## config.mk

```make
export PLATFORM = sky130hd
export DESIGN_NAME = dual_down_timer
export DESIGN_NICKNAME = d
export VERILOG_FILES = /design/src/rtl/dtm_pkg.sv /design/src/rtl/dtm_prescaler.sv /design/src/rtl/dtm_chan.sv /design/src/rtl/dual_down_timer.sv
export SDC_FILE = /design/constraint.sdc
export NUM_CORES = 1
export LEC_CHECK = 0
export BUFFER_PORTS_ARGS = -buffer_cell sky130_fd_sc_hd__buf_2
export CAP_MARGIN = 20
export CORE_ASPECT_RATIO = 0.6
export CORE_UTILIZATION = 40
export DETAILED_ROUTE_END_ITERATION = 6
export GPL_ROUTABILITY_DRIVEN = 1
export RECOVER_POWER = 50
export REMOVE_ABC_BUFFERS = 1
export SYNTH_ARGS = -nofsm -noshare
export SYNTH_HDL_FRONTEND = slang
export SYNTH_SLANG_ARGS = --single-unit
```

## constraint.sdc

```tcl
create_clock -name clk -period 3.4 [get_ports clk]
set_input_delay 0 -clock clk [delete_from_list [all_inputs] [get_ports clk]]
set_output_delay 0 -clock clk [all_outputs]
set_load 0.03 [all_outputs]
```

## src/rtl/dtm_pkg.sv

```systemverilog
// Package dtm_pkg
// Shared register map offsets and control-field positions for the dual
// down-counting timer. Assumes a byte-addressed 32-bit register space.
package dtm_pkg;
    localparam int unsigned PRE_W       = 3;
    localparam int unsigned IE_OFF      = 'h00;
    localparam int unsigned ST_OFF      = 'h04;
    localparam int unsigned CH_BASE     = 'h10;
    localparam int unsigned CH_STRIDE   = 'h20;
    localparam int unsigned OFF_CTRL    = 'h00;
    localparam int unsigned OFF_IVL_LO  = 'h04;
    localparam int unsigned OFF_IVL_HI  = 'h08;
    localparam int unsigned OFF_CNT_LO  = 'h0C;
    localparam int unsigned OFF_CNT_HI  = 'h10;
    localparam int unsigned RUN_BIT     = 0;
    localparam int unsigned LOAD_BIT    = 1;
    localparam int unsigned PRE_LSB     = 4;
    localparam int unsigned ONESHOT_BIT = PRE_LSB + PRE_W;
endpackage

```

## src/rtl/dtm_prescaler.sv

```systemverilog
// Module dtm_prescaler
// Generates a one-cycle tick every 2^sel clocks while run is high.
// Assumes the phase counter may restart whenever run drops.
module dtm_prescaler #(
    parameter int unsigned SEL_W = 3
) (
    input  logic             clk,
    input  logic             rst_n,
    input  logic             run,
    input  logic [SEL_W-1:0] sel,
    output logic             tick
);
    localparam int unsigned DIV_W = (1 << SEL_W) - 1;

    logic [DIV_W-1:0] phase_q;
    logic [DIV_W-1:0] mask;

    // Select the low phase bits that must all be set for a tick.
    always_comb mask = ~({DIV_W{1'b1}} << sel);

    assign tick = run && ((phase_q & mask) == mask);

    // Advance the phase while running, restart it when idle.
    always_ff @(posedge clk) begin
        if (!rst_n || !run) phase_q <= '0;
        else                phase_q <= phase_q + 1'b1;
    end


    div_gap_chk: assert property (@(posedge clk) disable iff (!rst_n)
        (tick && sel != '0) |=> (!tick || sel != $past(sel)));
endmodule

```

## src/rtl/dtm_chan.sv

```systemverilog
// Module dtm_chan
// One timer channel: control fields, 64-bit interval, 64-bit down count,
// periodic reload or one-shot stop, and a two-tick drain after disable.
// Assumes at most one register write per cycle.
module dtm_chan
    import dtm_pkg::*;
#(
    parameter int unsigned DW           = 32,
    parameter int unsigned DRAIN_TICKS  = 2
) (
    input  logic            clk,
    input  logic            rst_n,
    input  logic            ctrl_we,
    input  logic            ivl_lo_we,
    input  logic            ivl_hi_we,
    input  logic [DW-1:0]   wdata,
    output logic [DW-1:0]   ctrl_rd,
    output logic [2*DW-1:0] cnt,
    output logic            fire
);
    localparam int unsigned CNT_W = 2 * DW;
    localparam int unsigned DR_W  = $clog2(DRAIN_TICKS + 1);

    logic             run_q, os_q, tick, running;
    logic [PRE_W-1:0] sel_q;
    logic [CNT_W-1:0] ivl_q, cnt_q;
    logic [DR_W-1:0]  drain_q;
    logic             load_req;

    assign running  = run_q || (drain_q != '0);
    assign fire     = tick && run_q && (cnt_q == '0);
    assign load_req = ctrl_we && wdata[LOAD_BIT];
    assign cnt      = cnt_q;

    dtm_prescaler #(.SEL_W(PRE_W)) u_pre (
        .clk   (clk),
        .rst_n (rst_n),
        .run   (running),
        .sel   (sel_q),
        .tick  (tick)
    );

    // Assemble the control readback; the load bit is never stored.
    always_comb begin
        ctrl_rd = '0;
        ctrl_rd[RUN_BIT]            = run_q;
        ctrl_rd[PRE_LSB +: PRE_W]   = sel_q;
        ctrl_rd[ONESHOT_BIT]        = os_q;
    end

    // Hold control fields, one-shot self-stop and the disable drain window.
    always_ff @(posedge clk) begin
        if (!rst_n) begin
            run_q   <= 1'b0;
            os_q    <= 1'b0;
            sel_q   <= '0;
            drain_q <= '0;
        end else if (ctrl_we) begin
            run_q <= wdata[RUN_BIT];
            os_q  <= wdata[ONESHOT_BIT];
            sel_q <= wdata[PRE_LSB +: PRE_W];
            if (run_q && !wdata[RUN_BIT]) drain_q <= DR_W'(DRAIN_TICKS);
            else if (wdata[RUN_BIT])      drain_q <= '0;
        end else begin
            if (fire && os_q) run_q <= 1'b0;
            if (tick && !run_q && drain_q != '0) drain_q <= drain_q - 1'b1;
        end
    end

    // Capture the interval words.
    always_ff @(posedge clk) begin
        if (!rst_n) ivl_q <= '0;
        else if (ivl_lo_we) ivl_q[DW-1:0]     <= wdata;
        else if (ivl_hi_we) ivl_q[CNT_W-1:DW] <= wdata;
    end

    // Load, reload on expiry, or decrement the count on each tick.
    always_ff @(posedge clk) begin
        if (!rst_n)                  cnt_q <= '0;
        else if (load_req)           cnt_q <= ivl_q;
        else if (fire)               cnt_q <= os_q ? cnt_q : ivl_q;
        else if (tick && cnt_q != '0) cnt_q <= cnt_q - 1'b1;
    end


    load_copy_chk: assert property (@(posedge clk) disable iff (!rst_n)
        load_req |=> cnt_q == $past(ivl_q));

    dec_step_chk: assert property (@(posedge clk) disable iff (!rst_n)
        (tick && cnt_q != '0 && !load_req) |=> cnt_q == $past(cnt_q) - 1'b1);

    hold_idle_chk: assert property (@(posedge clk) disable iff (!rst_n)
        (!running && !load_req) |=> $stable(cnt_q));

    wrap_reload_chk: assert property (@(posedge clk) disable iff (!rst_n)
        (fire && !os_q && !ctrl_we) |=> cnt_q == $past(ivl_q));

    oneshot_stop_chk: assert property (@(posedge clk) disable iff (!rst_n)
        (fire && os_q && !ctrl_we) |=> (!run_q && cnt_q == '0));

    drain_len_chk: assert property (@(posedge clk) disable iff (!rst_n)
        (ctrl_we && run_q && !wdata[RUN_BIT]) |=> drain_q == DR_W'(DRAIN_TICKS));
endmodule

```

## src/rtl/dual_down_timer.sv

```systemverilog
// Module dual_down_timer
// Register decode, interrupt enable, write-one-to-clear status and the
// shared interrupt for NUM_CH down-counting channels.
// Assumes one access per cycle and addresses stable while strobed.
module dual_down_timer
    import dtm_pkg::*;
#(
    parameter int unsigned NUM_CH      = 2,
    parameter int unsigned DW          = 32,
    parameter int unsigned AW          = 8,
    parameter int unsigned DRAIN_TICKS = 2
) (
    input  logic          clk,
    input  logic          rst_n,
    input  logic [AW-1:0] addr,
    input  logic          wr_en,
    input  logic [DW-1:0] wdata,
    input  logic          rd_en,
    output logic [DW-1:0] rd_data,
    output logic          irq
);
    logic [NUM_CH-1:0] ie_q, st_q, fire;
    logic [DW-1:0]     ctrl_rd [NUM_CH];
    logic [2*DW-1:0]   cnt_v   [NUM_CH];
    logic [DW-1:0]     rd_mux;
    logic              wr_ie, wr_st;

    assign wr_ie = wr_en && (addr == AW'(IE_OFF));
    assign wr_st = wr_en && (addr == AW'(ST_OFF));

    for (genvar g = 0; g < NUM_CH; g++) begin : g_ch
        localparam int unsigned BASE = CH_BASE + g * CH_STRIDE;
        logic we_ctrl, we_lo, we_hi;
        assign we_ctrl = wr_en && (addr == AW'(BASE + OFF_CTRL));
        assign we_lo   = wr_en && (addr == AW'(BASE + OFF_IVL_LO));
        assign we_hi   = wr_en && (addr == AW'(BASE + OFF_IVL_HI));

        dtm_chan #(.DW(DW), .DRAIN_TICKS(DRAIN_TICKS)) u_chan (
            .clk       (clk),
            .rst_n     (rst_n),
            .ctrl_we   (we_ctrl),
            .ivl_lo_we (we_lo),
            .ivl_hi_we (we_hi),
            .wdata     (wdata),
            .ctrl_rd   (ctrl_rd[g]),
            .cnt       (cnt_v[g]),
            .fire      (fire[g])
        );


        st_set_chk: assert property (@(posedge clk) disable iff (!rst_n)
            fire[g] |=> st_q[g]);

        st_clear_chk: assert property (@(posedge clk) disable iff (!rst_n)
            (wr_st && wdata[g] && !fire[g]) |=> !st_q[g]);

        irq_raise_chk: assert property (@(posedge clk) disable iff (!rst_n)
            (fire[g] && ie_q[g] && !wr_ie) |=> irq);
    end

    // Interrupt enable register.
    always_ff @(posedge clk) begin
        if (!rst_n)     ie_q <= '0;
        else if (wr_ie) ie_q <= wdata[NUM_CH-1:0];
    end

    // Pending flags: expiry sets, a written one clears, set wins.
    always_ff @(posedge clk) begin
        if (!rst_n) st_q <= '0;
        else        st_q <= (st_q & ~(wr_st ? wdata[NUM_CH-1:0] : '0)) | fire;
    end

    assign irq = |(st_q & ie_q);

    // Select the addressed register for a read.
    always_comb begin
        rd_mux = '0;
        if (addr == AW'(IE_OFF)) rd_mux[NUM_CH-1:0] = ie_q;
        if (addr == AW'(ST_OFF)) rd_mux[NUM_CH-1:0] = st_q;
        for (int n = 0; n < NUM_CH; n++) begin
            if (addr == AW'(CH_BASE + n*CH_STRIDE + OFF_CTRL))   rd_mux = ctrl_rd[n];
            if (addr == AW'(CH_BASE + n*CH_STRIDE + OFF_CNT_LO)) rd_mux = cnt_v[n][DW-1:0];
            if (addr == AW'(CH_BASE + n*CH_STRIDE + OFF_CNT_HI)) rd_mux = cnt_v[n][2*DW-1:DW];
        end
        for (int n = 0; n < NUM_CH; n++) begin
            if (addr == AW'(CH_BASE + n*CH_STRIDE + OFF_IVL_LO) ||
                addr == AW'(CH_BASE + n*CH_STRIDE + OFF_IVL_HI))
                rd_mux = ivl_word(n, addr == AW'(CH_BASE + n*CH_STRIDE + OFF_IVL_HI));
        end
    end

    // Interval readback comes from a shadow copy kept at the top level.
    logic [2*DW-1:0] ivl_sh [NUM_CH];

    function automatic logic [DW-1:0] ivl_word(input int n, input logic hi);
        return hi ? ivl_sh[n][2*DW-1:DW] : ivl_sh[n][DW-1:0];
    endfunction

    // Shadow the interval words for readback.
    always_ff @(posedge clk) begin
        for (int n = 0; n < NUM_CH; n++) begin
            if (!rst_n) ivl_sh[n] <= '0;
            else if (wr_en && addr == AW'(CH_BASE + n*CH_STRIDE + OFF_IVL_LO))
                ivl_sh[n][DW-1:0] <= wdata;
            else if (wr_en && addr == AW'(CH_BASE + n*CH_STRIDE + OFF_IVL_HI))
                ivl_sh[n][2*DW-1:DW] <= wdata;
        end
    end

    // Register the read data on each read strobe.
    always_ff @(posedge clk) begin
        if (!rst_n)     rd_data <= '0;
        else if (rd_en) rd_data <= rd_mux;
    end


    rd_ie_chk: assert property (@(posedge clk) disable iff (!rst_n)
        (rd_en && addr == AW'(IE_OFF)) |=> rd_data[NUM_CH-1:0] == $past(ie_q));

    rd_hold_chk: assert property (@(posedge clk) disable iff (!rst_n)
        !rd_en |=> $stable(rd_data));
endmodule

```

# ---- Word-level counts from Yosys, hierarchy flattened
# Memories as Yosys holds them, arrays and structs flattened.
# Cells that the tools add are included.
dict set report word_totals {
  n_memories 1
  ff_bits 320
  word_cells 168
  out_inout_bits 33
  mem_bits_rw 128
  in_bits 44
}
dict set report classes {
  n_eq_ne 17
  shifts 2
  reduce_logical 58
  mux 51
  bitwise 14
  n_addsub 6
}
# name depth width rd rd_clocked_by_memory_dff write_ports line
set memory_table {}
lappend memory_table {ivl_sh 2 64 2 0 2 dual_down_timer.sv:93} ;# logic [2*DW-1:0] ivl_sh [NUM_CH];
# operator n
set ops {}
lappend ops {{$mux W64} 8}
lappend ops {{$mux W32} 13}
lappend ops {{$logic_not A64 Y1} 2}
lappend ops {{$reduce_bool A64 Y1} 2}
lappend ops {{$sub A64 B1 Y64 const B} 2}
lappend ops {{$eq A8 B6 Y1 const B} 5}
lappend ops {{$eq A8 B5 Y1 const B} 4}
lappend ops {{$logic_and A1 B1 Y1} 26}
lappend ops {{$mux W2} 10}
lappend ops {{$mux W1} 19}
lappend ops {{$add A7 B1 Y7 const B} 2}
lappend ops {{$and A7 B7 Y7} 2}
lappend ops {{$eq A7 B7 Y1} 2}
lappend ops {{$not A7 Y7} 2}
lappend ops {{$shl A7 B3 Y7 const A} 2}
lappend ops {{$ne A3 B3 Y1 const B} 4}
lappend ops {{$reduce_and A2 Y1} 6}
lappend ops {{$reduce_bool A2 Y1} 6}
lappend ops {{$eq A8 B3 Y1 const B} 1}
lappend ops {{$eq A8 B7 Y1 const B} 1}
lappend ops {{$logic_not A8 Y1} 1}
lappend ops {{$mux W8} 1}
lappend ops {{$logic_not A1 Y1} 6}
lappend ops {{$logic_or A1 B1 Y1} 6}
lappend ops {{other kinds (8)} 15}

# ---- Longest topological paths before layout
dict set report depth {
  ltp_word 11
  mapped_depth 13
  ltp_nobuf 9
}

# ---- Hierarchy
# A second synthesis with hierarchy kept.
dict set report hier_totals {
  cells_unflattened 2781
  hier_area_um2 23666.4
}
# mod area_each_um2 cells_each instances seq_area_each_um2
set modules_own_cells {}
lappend modules_own_cells {dtm_chan 6905.4 890 2 2702.6}
lappend modules_own_cells {dual_down_timer 9225.1 925 1 4564.4}
lappend modules_own_cells {dtm_prescaler 315.3 38 2 140.1}

# ---- Least setup slack after synthesis
# Ideal clock, no wire load.
dict set report synth_path {
  kind {flip-flop to flip-flop}
  from {register g_ch[0].u_chan.cnt_q[0]}
  to {register g_ch[0].u_chan.cnt_q[18]}
  path_stages_with_launch 14
  t_arrival_ps 3385
  setup_time_ps 130
  required_time_ps 3270
  synth_period_minus_slack_ps 3515
  path_buffers 4
  path_slack_ps -115
  cell_sequence {dfxtp_1 > inv_1 > ha_1 > or3b_2 > or4_1 > buf_2 > or4_1 > buf_2 > o41a_1 > buf_2 > buf_6 > o21a_1 > o211ai_1 > o31ai_1}
}
dict set report synth_via {
  elab_chain_len 4
  word_cells_on_any_way 11
  classes_between {add/sub (1); eq/ne (1); mux (3); reduce/logical (6)}
}
# item line
set synth_rtl {}
lappend synth_rtl {{start: declaration} dtm_chan.sv:26} ;# logic [CNT_W-1:0] ivl_q, cnt_q;
lappend synth_rtl {{start signal: assignment} dtm_chan.sv:80} ;# else if (load_req) cnt_q <= ivl_q;
lappend synth_rtl {{start signal: assignment} dtm_chan.sv:81} ;# else if (fire) cnt_q <= os_q ? cnt_q : ivl_q;
lappend synth_rtl {{start signal: assignment} dtm_chan.sv:82} ;# else if (tick && cnt_q != '0) cnt_q <= cnt_q - 1'b1;
lappend synth_rtl {{$sub A64 B1 Y64 (tied with other cells)} dtm_chan.sv:82}
lappend synth_rtl {{$mux W64 (tied with other cells)} dtm_chan.sv:82}
lappend synth_rtl {{$mux W64 (tied with other cells)} dtm_chan.sv:81}
lappend synth_rtl {{$mux W64 or $reduce_and A2 Y1 (tied branches)} n/a}
# Parallel ways exist; a longest one is shown, timed or not. The select of a mux whose other input is x is not followed.
# A chain may end at the register's enable or synchronous reset.

# ---- Worst setup path after layout
dict set report layout_path {
  from {register g_ch[0].u_chan.cnt_q[5]}
  to {register g_ch[0].u_chan.cnt_q[24]}
}
# The elaborated chain is that of the path after synthesis.

==> results.toml <==
[detailed_routing]
firstDrtPassIters = 7
totalWireLength_um = 83800
drtAntennaViolNets = 0
viasPerCell = 6.33
routedWlPerCell_um = 26.0
drc = 0
drt_iter0_drc = 2781
vias = 20400

[floorplanning]
num_rows = 64
fp.coreArea_um2 = 51300
fp.dieH_um = 179
die_w_um = 298
ios = 77
fp.dieArea_um2 = 53400
initial_core_util_pct = 40.9

[synthesis]
async_reset_ff_share_pct = 0
syn-instance-count = 2295
synth.area.top_cells = "dfxtp_1 31%, edfxtp_1 18%, and2_1 5.1%, a21o_1 4.9%, a21oi_1 4.8%"
yosysWarnings = 0
ys_seq_area_share_pct = 48.9
avgSynthCellArea_um2 = 9.14
netlist_area_um2 = 21000
dominantRegCellSynth = "dfxtp_1"
synth_top_area_share_pct = 30.5
synth_seq_cells = 448
yosysTopAreaCell = "dfxtp_1"
synth_edf_count = 128
synth_cell_types = 71

[timing]
hold_violations = 0
finalSetupViolCount = 1
slew_violations = 19
fin_hold_ws_ps = 33.1
min_period_ps = 3410
setup_slack_ps = -11.1
slew-limit-headroom_pct = -31.7
rsz0062_at_grt = "yes"
tns_ps = -11.1
finalCritPeriodShare_pct = 100
skew_ps = 26.4
fmax_mhz = 293
tightest_slew_ps = 1980

[worst_hold_path]
min_path_type = "input port to flop"

[power_and_ir_drop]
p_seq_share_pct = 34.1
p_int_mw = 11.7
power.share.clock_pct = 26.8
p_sw_share_pct = 38.2
ir_drop_v = 0.000731
p_leak_nw = 10.5
p_total_mw = 19.0
power.density_nw_per_um2 = 742
combPwrFrac_pct = 39.2
p_sw_mw = 7.23

[cells_and_area]
antenna_cells = 0
syn2layout_area_growth_pct = 21.7
finalNetCount = 2545
finalInstanceArea_um2 = 25500
drive_gt1_share_pct = 15.4

[cts]
cts_sinks = 448
clock-root-buffer = "clkbuf_16"
cts_tree = "yes"
clkTransAtPathRegs_ps = 70
htreeDepth = 2
clkLatencyLatePin_ps = 570
clockBufferDepth = 3
cts_inserted_buffers = 44

[worst_setup_path]
crit_path_frequent_cell = "or4_4"
crit_path_end_kind = "flop"
critPathKind = "flop to flop"
worstSetupStartpointType = "flop"
cp_num_buf_inv = 4
worst_ep_required_time_ps = 3820
slowest_stage = "or4_4"
crit_fanout = 12
cp_top_family = "simple AND/OR/NAND/NOR gates"
critPathArrivalTime_ps = 3830
max_stage_delay_ps = 550
crit_chain = "or4_4, or4_4, or4_4, buf_6, o41ai_4, buf_4, buf_12, buf_12, nor2_1, o211ai_1, o31ai_1"

[global_route]
grt_usage_pct = 30.3
grt_max_degree = 130
grt_overflow = 0
grt_pass1_vias = 18900
antenna_found_initial = 1
grt_pass1_wl_um = 123000

[placement]
place_congestion = 0.962
dpl-instance-area_um2 = 23400
dp_hpwl_um = 56400
portBuffers = 76

[status]
violations = "max-capacitance violations, max-slew violations, negative setup slack"
status = "complete, but fails checks"

[run]
drv_cap = 1
final cells by class:
type / instances / area (um2)
repair buffers: 337 / 2770
clock inverters: 26 / 273
clock buffers: 54 / 1170
well taps: 693 / 867
multi-input cells: 1615 / 10000
inverters: 49 / 185
fillers: 4767 / 25800
flip-flops and latches: 448 / 10300
power groups by stage:
stage	clock network, mW	logic, mW	registers [mW]
finish	5.08	7.42	6.46
detailed placement	0	6.78	6.53
CTS	5.12	6.92	6.41
global placement	0	6.62	6.51
floorplan	0	3.68	6.38
global route	5.33	7.47	6.48
cell usage in the layout (no fill, tap or decap), drive strengths merged, types with 63 or more instances in the layout:
cell,Yosys,layout
buf,35,249
and2,171,171
o22ai,63,63
o21ai,122,122
nand2,151,151
clkbuf,148,108
nor3,100,100
a21oi,203,203
edfxtp,128,128
nor2,126,126
a21o,138,138
dfxtp,320,320
logic make-up (layout without fill, tap and decap cells):
kind of cell	Yosys count	in the layout	share of synthesized area (%)
AOI/OAI and AO/OA	772	772	24.6
and+or+nand+nor	811	811	20.6
muxes	16	16	0.781
DFF	448	448	48.9
buffers and inverters	232	466	4.37
xor gates and xnor gates	10	10	0.417
adders and majority gates	6	6	0.358
stage by stage:
stage / cells / worst slack (ps) / util [%]
after global routing: 3222 / -53.8 / 49.7
after global placement: 3092 / -94.6 / 45.7
after CTS: 3213 / 27.5 / 49.4
after detailed placement: 3093 / -166 / 45.7
after floorplan: 2112 / -2110 / -
final: 3222 / -11.1 / 49.7
cell usage after synthesis (11+ instances only):
cell type	n
a211oi_1	25
a21o_1	138
a21oi_1	203
a221o_1	25
a221oi_1	20
a222oi_1	22
a22oi_1	27
a31oi_1	17
and2_1	170
buf_2	28
clkbuf_1	148
dfxtp_1	320
edfxtp_1	128
inv_1	49
mux2i_1	13
nand2_1	151
nand3_1	62
nand4_1	37
nor2_1	126
nor2b_1	13
nor3_1	100
nor3b_1	12
nor4_1	40
o211ai_1	20
o21a_1	11
o21ai_0	110
o21ai_1	12
o22ai_1	63
o32ai_1	17
or3_1	22
or4_1	24
per-layer routing:
metal  GRT usage (%)  share of wire (%)  wire (um)  vias up
li1                -                  -          -     9040
met1            46.1                 45      37600     9871
met2            40.9                 39      32500     1341
met3            8.27                 13      11100      145
met4            8.66                3.0       2490        4
met5            1.50               0.15        127        -
timing repair:
item / CTS / global route
gates cloned: 3 / 5
pin swaps: 2 / 15
hold buffers: 34 / 0
resized for setup: 8 / 43
endpoints found under the setup margin: 94 / 88
setup buffers: 3 / 3
hold endpoints to repair: 275 / 0
flip-flops by register name, indices dropped and copies added, names as in the netlist:
signal / count
rd_data: 32
st_q: 2
g_ch.u_chan.run_q: 2
g_ch.u_chan.os_q: 2
g_ch.u_chan.u_pre.phase_q: 14
g_ch.u_chan.cnt: 128
g_ch.u_chan.drain_q: 4
g_ch.u_chan.sel_q: 6
ivl_sh: 128
ie_q: 2
g_ch.u_chan.ivl_q: 128
worst register-to-register path: stages (launching register included):
cell,delay (ps)
dfxtp_2,320
or4_4,550
or4_4,550
or4_4,500
buf_6,140
o41ai_4,380
buf_4,210
buf_12,140
buf_12,150
nor2_1,50
o211ai_1,170
o31ai_1,100
path summary, 6_finish.rpt:
| path | from | end | slack, ps | cells past startpoint |
|---|---|---|---|---|
| worst min register to register | g_ch[0].u_chan.ivl_q[2] | g_ch[0].u_chan.ivl_q[2] | 450 | 1 |
| worst max register to register | g_ch[0].u_chan.cnt[5] | g_ch[0].u_chan.cnt[24] | -10 | 11 |
| worst min-delay path | addr[6] | ie_q[1] | 30 | 5 |
| worst max-delay path | g_ch[0].u_chan.cnt[5] | g_ch[0].u_chan.cnt[24] | -10 | 11 |
No activity file was read; power rests on OpenSTA's default activity.
